$ cat config.mk
export PLATFORM = sky130hd
export DESIGN_NAME = poe_port_seq
export DESIGN_NICKNAME = d
export VERILOG_FILES = /design/src/rtl/poe_seq_pkg.sv /design/src/rtl/poe_seq_timer.sv /design/src/rtl/poe_seq_mode.sv /design/src/rtl/poe_seq_enables.sv /design/src/rtl/poe_seq_fsm.sv /design/src/rtl/poe_port_seq.sv
export SDC_FILE = /design/constraint.sdc
export NUM_CORES = 1
export LEC_CHECK = 0
export BUFFER_PORTS_ARGS = -buffer_cell sky130_fd_sc_hd__buf_2
export CORE_UTILIZATION = 53
export CTS_CLUSTER_DIAMETER = 30
export DETAILED_ROUTE_END_ITERATION = 10
export GPL_TIMING_DRIVEN = 0
export PLACE_DENSITY = 0.86
export SYNTH_ARGS = -nofsm -noshare
export SYNTH_HDL_FRONTEND = slang
export SYNTH_SLANG_ARGS = --single-unit
$ cat constraint.sdc
create_clock -name clk_i -period 1.87 [get_ports clk_i]
set_input_delay 0.2805 -clock clk_i [delete_from_list [all_inputs] [get_ports clk_i]]
set_output_delay 0.2805 -clock clk_i [all_outputs]
set_load 0.1 [all_outputs]
$ cat src/rtl/poe_seq_pkg.sv
`timescale 1ns/1ps
package poe_seq_pkg;
  typedef enum logic [1:0] {
    MODE_SHUT = 2'b00,
    MODE_MAN  = 2'b01,
    MODE_SEMI = 2'b10,
    MODE_AUTO = 2'b11
  } port_mode_e;

  typedef enum logic [2:0] {
    ST_IDLE,
    ST_DET,
    ST_WAIT,
    ST_CLS,
    ST_PWR
  } seq_state_e;
endpackage

$ cat src/rtl/poe_seq_timer.sv
`timescale 1ns/1ps
module poe_seq_timer #(
  parameter int unsigned LEN = 40000
) (
  input  logic clk_i,
  input  logic rst_ni,
  input  logic run_i,
  output logic exp_o
);
  localparam int unsigned W = (LEN < 2) ? 1 : $clog2(LEN + 1);

  logic [W-1:0] cnt_q;

  assign exp_o = run_i && (cnt_q == W'(LEN - 1));

  always_ff @(posedge clk_i or negedge rst_ni) begin
    if (!rst_ni)     cnt_q <= '0;
    else if (!run_i) cnt_q <= '0;
    else if (!exp_o) cnt_q <= cnt_q + W'(1);
  end
endmodule

$ cat src/rtl/poe_seq_mode.sv
`timescale 1ns/1ps
module poe_seq_mode
  import poe_seq_pkg::*;
(
  input  logic       clk_i,
  input  logic       rst_ni,
  input  port_mode_e req_i,
  input  logic       busy_i,
  output port_mode_e mode_o,
  output logic       shut_o,
  output logic       enter_o
);
  port_mode_e mode_q;

  assign shut_o  = (req_i == MODE_SHUT);
  // non-shutdown switches wait for a running task to end
  assign enter_o = !shut_o && (req_i != mode_q) && !busy_i;
  assign mode_o  = mode_q;

  always_ff @(posedge clk_i or negedge rst_ni) begin
    if (!rst_ni)      mode_q <= MODE_SHUT;
    else if (shut_o)  mode_q <= MODE_SHUT;
    else if (enter_o) mode_q <= req_i;
  end
endmodule

$ cat src/rtl/poe_seq_enables.sv
`timescale 1ns/1ps
module poe_seq_enables
  import poe_seq_pkg::*;
(
  input  logic       clk_i,
  input  logic       rst_ni,
  input  port_mode_e mode_i,
  input  port_mode_e new_mode_i,
  input  logic       enter_i,
  input  logic       shut_i,
  input  logic       powered_i,
  input  logic       wr_i,
  input  logic       det_d_i,
  input  logic       cls_d_i,
  input  logic       det_clr_i,
  input  logic       cls_clr_i,
  input  logic       off_clr_i,
  output logic       det_en_o,
  output logic       cls_en_o
);
  logic det_q, cls_q;
  logic wr_ok;

  assign wr_ok    = wr_i && !(mode_i == MODE_MAN && powered_i);
  assign det_en_o = det_q;
  assign cls_en_o = cls_q;

  always_ff @(posedge clk_i or negedge rst_ni) begin
    if (!rst_ni) begin
      det_q <= 1'b0;
      cls_q <= 1'b0;
    end else if (shut_i) begin
      det_q <= 1'b0;
      cls_q <= 1'b0;
    end else if (enter_i) begin
      det_q <= (new_mode_i == MODE_AUTO);
      cls_q <= (new_mode_i == MODE_AUTO);
    end else begin
      if (det_clr_i || off_clr_i) det_q <= 1'b0;
      if (cls_clr_i || off_clr_i) cls_q <= 1'b0;
      if (wr_ok) begin
        det_q <= det_d_i;
        cls_q <= cls_d_i;
      end
    end
  end
endmodule

$ cat src/rtl/poe_seq_fsm.sv
`timescale 1ns/1ps
module poe_seq_fsm
  import poe_seq_pkg::*;
(
  input  logic       clk_i,
  input  logic       rst_ni,
  input  port_mode_e mode_i,
  input  logic       shut_i,
  input  logic       sw_i,
  input  logic       pwr_on_i,
  input  logic       pwr_off_i,
  input  logic       drop_i,
  input  logic       det_en_i,
  input  logic       cls_en_i,
  input  logic       byp_i,
  input  logic       midspan_i,
  input  logic       det_done_i,
  input  logic       det_valid_i,
  input  logic       cls_done_i,
  input  logic       cls_valid_i,
  input  logic       cls_exp_i,
  input  logic       wait_exp_i,
  output seq_state_e st_o,
  output logic       det_start_o,
  output logic       cls_start_o,
  output logic       det_end_o,
  output logic       cls_end_o,
  output logic       det_ok_o,
  output logic       cls_ok_o,
  output logic       det_clr_o,
  output logic       cls_clr_o,
  output logic       off_clr_o
);
  seq_state_e st_q, st_d;
  logic on_cmd, det_fin, cls_fin, evt_clr;
  logic det_start_q, cls_start_q;
  logic det_end_q, cls_end_q, det_ok_q, cls_ok_q;

  assign on_cmd = pwr_on_i && (mode_i != MODE_SHUT);

  always_comb begin
    st_d      = st_q;
    det_clr_o = 1'b0;
    cls_clr_o = 1'b0;
    off_clr_o = 1'b0;
    if (shut_i) begin
      st_d = ST_IDLE;
    end else if (on_cmd) begin
      st_d = ST_PWR;
    end else begin
      case (st_q)
        ST_IDLE: begin
          if (!sw_i) begin
            case (mode_i)
              MODE_AUTO: begin
                if (det_en_i)   st_d = ST_DET;
                else if (byp_i) st_d = cls_en_i ? ST_CLS : ST_PWR;
              end
              MODE_SEMI, MODE_MAN: begin
                if (det_en_i)      st_d = ST_DET;
                else if (cls_en_i) st_d = ST_CLS;
              end
              default: ;
            endcase
          end
        end
        ST_DET: begin
          if (det_done_i) begin
            if (mode_i == MODE_MAN) begin
              det_clr_o = 1'b1;
              st_d      = ST_IDLE;
            end else if (det_valid_i) begin
              if (cls_en_i)                st_d = ST_CLS;
              else if (mode_i == MODE_AUTO) st_d = ST_PWR;
              else                          st_d = ST_IDLE;
            end else begin
              st_d = midspan_i ? ST_WAIT : ST_IDLE;
            end
          end
        end
        ST_CLS: begin
          if (cls_done_i || cls_exp_i) begin
            cls_clr_o = (mode_i == MODE_MAN);
            st_d      = (mode_i == MODE_AUTO) ? ST_PWR : ST_IDLE;
          end
        end
        ST_WAIT: begin
          if (sw_i || wait_exp_i) st_d = ST_IDLE;
        end
        ST_PWR: begin
          if (pwr_off_i) begin
            st_d      = ST_IDLE;
            off_clr_o = (mode_i == MODE_SEMI);
          end else if (drop_i) begin
            st_d = ST_IDLE;
          end
        end
        default: st_d = ST_IDLE;
      endcase
    end
  end

  assign det_fin = (st_q == ST_DET) && det_done_i && !shut_i && !on_cmd;
  assign cls_fin = (st_q == ST_CLS) && (cls_done_i || cls_exp_i) && !shut_i && !on_cmd;
  assign evt_clr = shut_i || ((st_q == ST_PWR) && (st_d != ST_PWR));

  always_ff @(posedge clk_i or negedge rst_ni) begin
    if (!rst_ni) begin
      st_q        <= ST_IDLE;
      det_start_q <= 1'b0;
      cls_start_q <= 1'b0;
    end else begin
      st_q        <= st_d;
      det_start_q <= (st_d == ST_DET) && (st_q != ST_DET);
      cls_start_q <= (st_d == ST_CLS) && (st_q != ST_CLS);
    end
  end

  always_ff @(posedge clk_i or negedge rst_ni) begin
    if (!rst_ni) begin
      det_end_q <= 1'b0;
      cls_end_q <= 1'b0;
      det_ok_q  <= 1'b0;
      cls_ok_q  <= 1'b0;
    end else if (evt_clr) begin
      det_end_q <= 1'b0;
      cls_end_q <= 1'b0;
      det_ok_q  <= 1'b0;
      cls_ok_q  <= 1'b0;
    end else begin
      if (det_fin) begin
        det_end_q <= 1'b1;
        det_ok_q  <= det_valid_i;
      end
      if (cls_fin) begin
        cls_end_q <= 1'b1;
        cls_ok_q  <= cls_done_i && cls_valid_i;
      end
    end
  end

  assign st_o        = st_q;
  assign det_start_o = det_start_q;
  assign cls_start_o = cls_start_q;
  assign det_end_o   = det_end_q;
  assign cls_end_o   = cls_end_q;
  assign det_ok_o    = det_ok_q;
  assign cls_ok_o    = cls_ok_q;
endmodule

$ cat src/rtl/poe_port_seq.sv
`timescale 1ns/1ps
module poe_port_seq
  import poe_seq_pkg::*;
#(
  parameter int unsigned CLK_KHZ     = 1000,
  parameter int unsigned CLS_WIN_MS  = 40,
  parameter int unsigned MID_WAIT_MS = 2200
) (
  input  logic       clk_i,
  input  logic       rst_ni,
  input  logic [1:0] mode_i,
  input  logic       en_wr_i,
  input  logic       det_en_d_i,
  input  logic       cls_en_d_i,
  input  logic       pwr_on_i,
  input  logic       pwr_off_i,
  input  logic       drop_i,
  input  logic       det_byp_i,
  input  logic       midspan_i,
  input  logic       det_done_i,
  input  logic       det_valid_i,
  input  logic       cls_done_i,
  input  logic       cls_valid_i,
  output logic [1:0] mode_o,
  output logic       det_en_o,
  output logic       cls_en_o,
  output logic       det_start_o,
  output logic       cls_start_o,
  output logic       gate_en_o,
  output logic       det_end_o,
  output logic       cls_end_o,
  output logic       det_ok_o,
  output logic       cls_ok_o
);
  localparam int unsigned CLS_WIN_CYC  = CLK_KHZ * CLS_WIN_MS;
  localparam int unsigned MID_WAIT_CYC = CLK_KHZ * MID_WAIT_MS;

  port_mode_e req, mode_q;
  seq_state_e st;
  logic shut, enter, busy, powered;
  logic det_en, cls_en, det_clr, cls_clr, off_clr;
  logic cls_exp, wait_exp;

  assign req     = port_mode_e'(mode_i);
  assign busy    = (st == ST_DET) || (st == ST_CLS);
  assign powered = (st == ST_PWR);

  poe_seq_mode u_mode (
    .clk_i   (clk_i),
    .rst_ni  (rst_ni),
    .req_i   (req),
    .busy_i  (busy),
    .mode_o  (mode_q),
    .shut_o  (shut),
    .enter_o (enter)
  );

  poe_seq_enables u_en (
    .clk_i      (clk_i),
    .rst_ni     (rst_ni),
    .mode_i     (mode_q),
    .new_mode_i (req),
    .enter_i    (enter),
    .shut_i     (shut),
    .powered_i  (powered),
    .wr_i       (en_wr_i),
    .det_d_i    (det_en_d_i),
    .cls_d_i    (cls_en_d_i),
    .det_clr_i  (det_clr),
    .cls_clr_i  (cls_clr),
    .off_clr_i  (off_clr),
    .det_en_o   (det_en),
    .cls_en_o   (cls_en)
  );

  poe_seq_timer #(.LEN(CLS_WIN_CYC)) u_cls_win (
    .clk_i  (clk_i),
    .rst_ni (rst_ni),
    .run_i  (st == ST_CLS),
    .exp_o  (cls_exp)
  );

  poe_seq_timer #(.LEN(MID_WAIT_CYC)) u_mid_wait (
    .clk_i  (clk_i),
    .rst_ni (rst_ni),
    .run_i  (st == ST_WAIT),
    .exp_o  (wait_exp)
  );

  poe_seq_fsm u_fsm (
    .clk_i       (clk_i),
    .rst_ni      (rst_ni),
    .mode_i      (mode_q),
    .shut_i      (shut),
    .sw_i        (enter),
    .pwr_on_i    (pwr_on_i),
    .pwr_off_i   (pwr_off_i),
    .drop_i      (drop_i),
    .det_en_i    (det_en),
    .cls_en_i    (cls_en),
    .byp_i       (det_byp_i),
    .midspan_i   (midspan_i),
    .det_done_i  (det_done_i),
    .det_valid_i (det_valid_i),
    .cls_done_i  (cls_done_i),
    .cls_valid_i (cls_valid_i),
    .cls_exp_i   (cls_exp),
    .wait_exp_i  (wait_exp),
    .st_o        (st),
    .det_start_o (det_start_o),
    .cls_start_o (cls_start_o),
    .det_end_o   (det_end_o),
    .cls_end_o   (cls_end_o),
    .det_ok_o    (det_ok_o),
    .cls_ok_o    (cls_ok_o),
    .det_clr_o   (det_clr),
    .cls_clr_o   (cls_clr),
    .off_clr_o   (off_clr)
  );

  assign mode_o    = mode_q;
  assign det_en_o  = det_en;
  assign cls_en_o  = cls_en;
  assign gate_en_o = powered;
endmodule

Yosys cells after proc, flatten, opt, wreduce, memory -nomap -nowiden
Index checks and enable logic that the tools add are counted.
{"block": "totals", "reg_bits": 51}
{"block": "op_classes", "n_addsub": 2, "n_eq_ne": 18, "mux": 55, "n_reduce_logical": 36}
{"cell": "2-to-1 mux 3 bit", "count": 17}
{"cell": "2-to-1 mux 22 bit", "count": 2}
{"cell": "2-to-1 mux 16 bit", "count": 2}
{"cell": "2-to-1 mux 1 bit", "count": 29}
{"cell": "adder 22 x 1 -> 22 bit, second input constant", "count": 1}
{"cell": "== test 22 bit, second input constant", "count": 1}
{"cell": "logical AND 1 bit", "count": 17}
{"cell": "adder 16 x 1 -> 16 bit, second input constant", "count": 1}
{"cell": "== test 16 bit, second input constant", "count": 1}
{"cell": "case mux 3 bit (5 select lines)", "count": 1}
{"cell": "== test 3 x 2 -> 1 bit, second input constant", "count": 3}
{"cell": "nonzero test 2 bit", "count": 4}
{"cell": "nonzero test 4 bit", "count": 2}
{"cell": "== test 2 bit, second input constant", "count": 3}
{"cell": "== test 3 x 1 -> 1 bit, second input constant", "count": 2}
{"cell": "logical OR 1 bit", "count": 6}
{"cell": "2-to-1 mux 2 bit", "count": 3}
{"cell": "case mux 3 bit (2 select lines)", "count": 1}
{"cell": "zero test 1 bit", "count": 4}
{"cell": "inequality test 2 bit, second input constant", "count": 2}
{"cell": "== test 3 bit, second input constant", "count": 1}
{"cell": "zero test 3 bit", "count": 1}
{"cell": "inequality test 3 x 1 -> 1 bit, second input constant", "count": 1}
{"cell": "inequality test 3 x 2 -> 1 bit, second input constant", "count": 1}
{"cell": "5 further kinds", "count": 5}

Longest topological paths before layout
{"block": "depth", "ltp_word": 13, "ltp_mapped": 8}

By module
A second synthesis with hierarchy kept.
{"block": "unflattened", "hier_cells": 334, "area_unflattened_um2": 3046.7}
{"module": "poe_seq_timer at u_mid_wait", "instances": 1, "cells_per_inst": 136, "area_per_inst_um2": 1219.9, "seq_area_each_um2": 550.5}
{"module": "poe_seq_timer at u_cls_win", "instances": 1, "cells_per_inst": 88, "area_per_inst_um2": 858.3, "seq_area_each_um2": 400.4}
{"module": "poe_seq_fsm", "instances": 1, "cells_per_inst": 78, "area_per_inst_um2": 686.9, "seq_area_each_um2": 225.2}
{"module": "poe_seq_enables", "instances": 1, "cells_per_inst": 14, "area_per_inst_um2": 138.9, "seq_area_each_um2": 50.0}
{"module": "poe_seq_mode", "instances": 1, "cells_per_inst": 14, "area_per_inst_um2": 108.9, "seq_area_each_um2": 50.0}
{"module": "poe_port_seq", "instances": 1, "cells_per_inst": 4, "area_per_inst_um2": 33.8, "seq_area_each_um2": 0.0}

Worst setup path before layout
Ideal clock, no wire load.
{"block": "synth_timing", "path_kind": "register to register", "start": "register u_fsm.st_q[0] (netlist: u_fsm.st_o[0])", "end": "register u_en.cls_q (netlist: u_en.cls_en_o)", "t_arrival_ns": 2.727, "path_slack_ns": -0.986, "stages_incl_launch_ff": 7, "path_buffers": 0, "synth_period_minus_slack_ns": 2.856, "path_cell_list": "dfrtp_1 > nor3b_2 > a21boi_1 > nor2_1 > nand3_1 > a21oi_1 > mux2_1"}
{"block": "synth_via", "word_cells_on_any_way": 23}
{"item": "from (decl)", "line": "poe_seq_fsm.sv:34", "source": "seq_state_e st_q, st_d;"}
{"item": "from (signal assigned)", "line": "poe_seq_fsm.sv:113", "source": "st_q <= st_d;"}
{"item": "== test 3 bit (*)", "line": "poe_port_seq.sv:46", "source": "assign powered = (st == ST_PWR);"}
{"item": "named net gate_en_o", "line": "poe_port_seq.sv:29", "source": "output logic gate_en_o,"}
{"item": "logical AND 1 bit", "line": "poe_seq_enables.sv:24", "source": "assign wr_ok = wr_i && !(mode_i == MODE_MAN && powered_i);"}
{"item": "zero test 1 bit", "line": "poe_seq_enables.sv:24"}
{"item": "logical AND 1 bit", "line": "poe_seq_enables.sv:24"}
{"item": "2-to-1 mux 1 bit", "line": "poe_seq_enables.sv:41", "source": "if (wr_ok) begin"}
{"item": "2-to-1 mux 1 bit", "line": "poe_seq_enables.sv:35", "source": "end else if (enter_i) begin"}
{"item": "2-to-1 mux 1 bit", "line": "poe_seq_enables.sv:32", "source": "end else if (shut_i) begin"}
{"item": "to (signal assigned)", "line": "poe_seq_enables.sv:37", "source": "cls_q <= (new_mode_i == MODE_AUTO);"}
{"item": "to (signal assigned)", "line": "poe_seq_enables.sv:43", "source": "cls_q <= cls_d_i;"}
{"item": "to (decl)", "line": "poe_seq_enables.sv:21", "source": "logic det_q, cls_q;"}
Mark *: on every way through the listed nets, which the timed path passes. The rest lies on a longest branch.
A chain may end at the register's enable or synchronous reset.

Worst setup path after layout
{"block": "layout_timing", "start": "register u_mode.mode_q[1] (netlist: u_mode.mode_o[1])", "end": "register u_fsm.det_start_q (netlist: u_fsm.det_start_o)"}
{"block": "layout_via", "elab_chain_cells": 11, "word_cells_on_any_way": 24}
{"item": "from (decl)", "line": "poe_seq_mode.sv:13", "source": "port_mode_e mode_q;"}
{"item": "from (signal assigned)", "line": "poe_seq_mode.sv:23", "source": "else if (enter_o) mode_q <= req_i;"}
{"item": "== test 2 bit", "line": "poe_seq_fsm.sv:54, poe_seq_fsm.sv:74, poe_seq_fsm.sv:84"}
{"item": "2-to-1 mux 3 bit", "line": "poe_seq_fsm.sv:74, poe_seq_fsm.sv:84"}
{"item": "2-to-1 mux 3 bit", "line": "poe_seq_fsm.sv:73", "source": "if (cls_en_i) st_d = ST_CLS;"}
{"item": "2-to-1 mux 3 bit", "line": "poe_seq_fsm.sv:72", "source": "end else if (det_valid_i) begin"}
{"item": "2-to-1 mux 3 bit", "line": "poe_seq_fsm.sv:69", "source": "if (mode_i == MODE_MAN) begin"}
{"item": "2-to-1 mux 3 bit", "line": "poe_seq_fsm.sv:68", "source": "if (det_done_i) begin"}
{"item": "case mux 3 bit (5 select lines)", "line": "poe_seq_fsm.sv:51", "source": "case (st_q)"}
{"item": "2-to-1 mux 3 bit (*)", "line": "poe_seq_fsm.sv:48", "source": "end else if (on_cmd) begin"}
{"item": "2-to-1 mux 3 bit (*)", "line": "poe_seq_fsm.sv:46", "source": "if (shut_i) begin"}
{"item": "== test 3 x 1 -> 1 bit (*)", "line": "poe_seq_fsm.sv:114", "source": "det_start_q <= (st_d == ST_DET) && (st_q != ST_DET);"}
{"item": "logical AND 1 bit (*)", "line": "poe_seq_fsm.sv:114"}
{"item": "to (signal assigned)", "line": "poe_seq_fsm.sv:114"}
{"item": "to (decl)", "line": "poe_seq_fsm.sv:36", "source": "logic det_start_q, cls_start_q;"}
Every way passes the cells marked *; elsewhere a longest branch is shown, timed or not.

==> summary.md <==
| Metric | Value |
|---|---|
| Status | `finished with violations` |
| Max Cap Viol | `0` |
| #FFs+latches synth | `51` |
| RSZ-0062 raised after global routing | `true` |
| Worst vdd ir | `about 0.47 mV` |
| Worst r2r src | `u_mode.mode_o[1]` |
| Largest family of logic cells by synthesized area | `simple AND/OR/NAND/NOR gates` |
| CTS root buf | `clkbuf_8` |
| Post-Route WL | `~7000 um` |
| Max Fclk | `between 500 and 600 MHz` |
| Worst-path clk slew | `0.09 ns` |
| Synth Area in Compound Gates | `10.2%` |
| Row Count | `26` |
| Mapped Area | `between 2000 and 3000 um2` |
| Synth Area per Inst | `9.40 um2` |
| Setup crit end kind | `flip-flop` |
| Iteration-0 DRC count of the detailed router | `approximately 170` |
| Setup ws final | `-0.115 ns` |
| Clk pwr share | `30.6%` |
| Setup Skew | `approximately 0.0022 ns` |
| First-pass GRT wire length | `roughly 10000 um` |
| Adder-Cell Fraction of Synth Area | `2.65%` |
| Crit path DAT | `about 2.2 ns` |
| Largest net degree at the start of global routing | `52` |
| Initial Util | `between 50 and 60%` |
| Final nets | `between 300 and 400` |
| Syn Inst Count | `between 300 and 400` |
| H-tree depth | `2` |
| Clk Latency, worst-skew pair | `0.30 ns` |
| Tot GR Track Use | `between 20% and 30%` |
| Commonest cells in the netlist | `dfrtp_1, nor2_1, nand2_1` |
| Failing checks | `negative setup slack` |
| Slew HR | `24.9%` |
| Final GP Congestion | `about 0.92` |
| Number of placed I/O pins | `27` |
| TritonCTS clock tree | `built` |
| Post-synth EDFFs | `0` |
| Filler Cell Count | `slightly above 400` |
| Drc violations | `0` |
| Worst Tran Pin Value | `roughly 1.1 ns` |
| Simple logic cell fraction of the synthesized area | `between 20% and 30%` |
| Core area | `roughly 5000 um2` |
| Power density cells | `approximately 650 nW/um2` |
| DR vias/cell | `about 5.8` |
| Placed insts | `395` |
| Vias in the first global route | `roughly 2400` |
| Pre-CTS setup slack | `-0.199 ns` |
| Logic pwr share | `18.4%` |
| Chip Width | `between 70 and 80 um` |
| Number of port buffers | `24` |
| WP data required | `2.08 ns` |
| TritonCTS Sinks | `just over 50` |
| Post-Synth XOR/XNOR Area | `under 10%` |
| Fin. Hold Viols | `0` |
| Layout area overhead | `24.0%` |
| Pins over their slew limit | `0` |
| Hold Path Class | `input port to asynchronous set/reset pin` |
| Switching Fraction | `30.0%` |
| Post-synth top area share | `between 40% and 50%` |
| Multiplexer share of the synthesized area | `1.50%` |
| Fraction of layout instances using a drive strength above 1 | `about 28%` |
| Cell taking the most area after synthesis | `dfrtp_1` |
| Sequential cell area fraction in the yosys report | `45.1%` |
| Final setup violation count | `9` |
| Ant. Diodes | `0` |
| CTS Buffer Depth | `2` |
| Pre-antenna DRT Iters | `4` |
| Total grt overflow | `0` |
| Post-route minimum period | `1.98 ns` |
| Power Internal | `about 1.6 mW` |
| Total CTS buffers | `5` |
| Hold_buf cts | `0` |
| Critical Path Start | `u_mode.mode_o[1]` |
| Layout Cells excl Fill | `about 430` |
| Final worst-path cycle share | `106%` |
| Vias after detailed routing | `2465` |
| LEAKAGE | `between 1.5 and 2 nW` |
| Drt wl/cell | `approximately 16 um` |
| Synth warn | `0` |
| Die Y-Extent | `75.1 um` |
| Reg power frac | `between 50% and 60%` |
| Critical path fanouts, max | `6` |
| Area of the die | `between 5000 and 6000 um2` |
| Crit Path Category | `flip-flop to flip-flop` |
| Sw power | `~0.68 mW` |
| Setup tns final | `-0.529 ns` |
| Synth area leaders | `dfrtp_1, nor2_1, xor2_1, nand2_1, xnor2_1` |
| Synth Net Count | `between 300 and 400` |
| DP HPWL | `4170 um` |
| Critical Path Source Type | `flip-flop` |
| Initial antenna violation count | `0` |
| Top_reg_cell synth | `dfrtp_1` |
| Yosys cell types | `54` |
| Async set-reset flop share out of synthesis | `100%` |
| Total Power | `2.27 mW` |
| DRT antenna net count | `0` |
critical path, cell delays in order (launching register included):
cell      delay, ns
dfrtp_4        0.48
inv_4          0.06
ha_4           0.28
o21a_1         0.13
o22ai_1        0.09
a21oi_1        0.18
a221oi_1       0.09
or2_1          0.29
nor4bb_4       0.29
placed cells by master (no fill, tap or decap), drive strengths merged, types with 2 or more instances in the layout:
cell     instances
buf             52
a21oi           15
a21boi           2
nand3b           2
nand3           15
nand2b           5
nor4bb           2
xor2            21
and3            14
nor4             2
mux2i            2
mux2             2
or3              2
nand2           27
ha               6
and2             2
nor2            52
nor3             5
o2111ai          2
dfrtp           51
xnor2           10
o22ai            2
o21ai           14
and4             4
nor4b            2
nand4           10
inv              6
clkbuf          10
power groups by stage:
stage / Clock (mW) / Combinational (mW) / Sequential [mW]
2_1_floorplan: 0 / 0.172 / 1.27
3_3_place_gp: 0 / 0.354 / 1.17
3_5_place_dp: 0 / 0.363 / 1.17
4_1_cts: 0.704 / 0.373 / 1.15
5_1_grt: 0.745 / 0.437 / 1.16
6_report: 0.694 / 0.416 / 1.16
stage by stage:
step	util [%]	cell area, um2	hold slack (ns)
after floorplan	-	2870	-0.0151
after global placement	59.9	3080	0.479
after detailed placement	59.9	3080	0.484
after CTS	64.5	3320	0.214
after global routing	68.3	3510	0.249
final	68.3	3510	0.186
per-layer routing:
layer / vias to the layer above / GRT usage [%] / wire length [um]
li1: 1161 / - / -
met1: 1216 / 31.2 / 2850
met2: 70 / 41.0 / 3550
met3: 18 / 5.22 / 308
met4: 0 / 7.13 / 136
met5: - / 0 / 0
area by class of cell:
class                   count  area (um2)  area share, %
well taps                  70        87.6           2.50
inverters                   6        27.5          0.785
multi-input cells         237        1660           47.4
plain buffers               7        43.8           1.25
flip-flops and latches     51        1290           36.7
clock buffers               8         100           2.85
repair buffers             47         299           8.52
sequential cells by signal (all words and copies together), names as in the netlist:
name	flops
u_fsm.det_start_o	1
u_en.det_en_o	1
u_fsm.cls_start_o	1
u_mode.mode_o	2
u_fsm.st_o	3
u_cls_win.cnt_q	16
u_fsm.cls_ok_o	1
u_fsm.det_ok_o	1
u_mid_wait.cnt_q	22
u_en.cls_en_o	1
u_fsm.cls_end_o	1
u_fsm.det_end_o	1
worst paths after layout:
| check | to | slack (ns) | cells past startpoint |
|---|---|---|---|
| max reg2reg | u_fsm.det_start_o | -0.11 | 8 |
| max in group asynchronous | u_mode.mode_o[1] | 0.87 | 1 |
| min | u_mid_wait.cnt_q[8] | 0.19 | 1 |
| min in group clk_i | u_fsm.cls_ok_o | 0.23 | 3 |
| min reg2reg | u_fsm.cls_end_o | 0.50 | 2 |
| max | u_fsm.det_start_o | -0.11 | 8 |
cells by family after synthesis:
logic type	count (synthesis)
simple gates	152
flops	51
compound gates	44
xor+xnor	31
buf+inv	13
fa+ha+maj	6
mux	4
timing repair:
item,in CTS,in global routing
pin swaps,15,15
setup endpoints to repair,13,25
cloned,0,0
gates resized for setup,13,25
setup buffers,10,13
No activity file was read; power rests on OpenSTA's default activity.
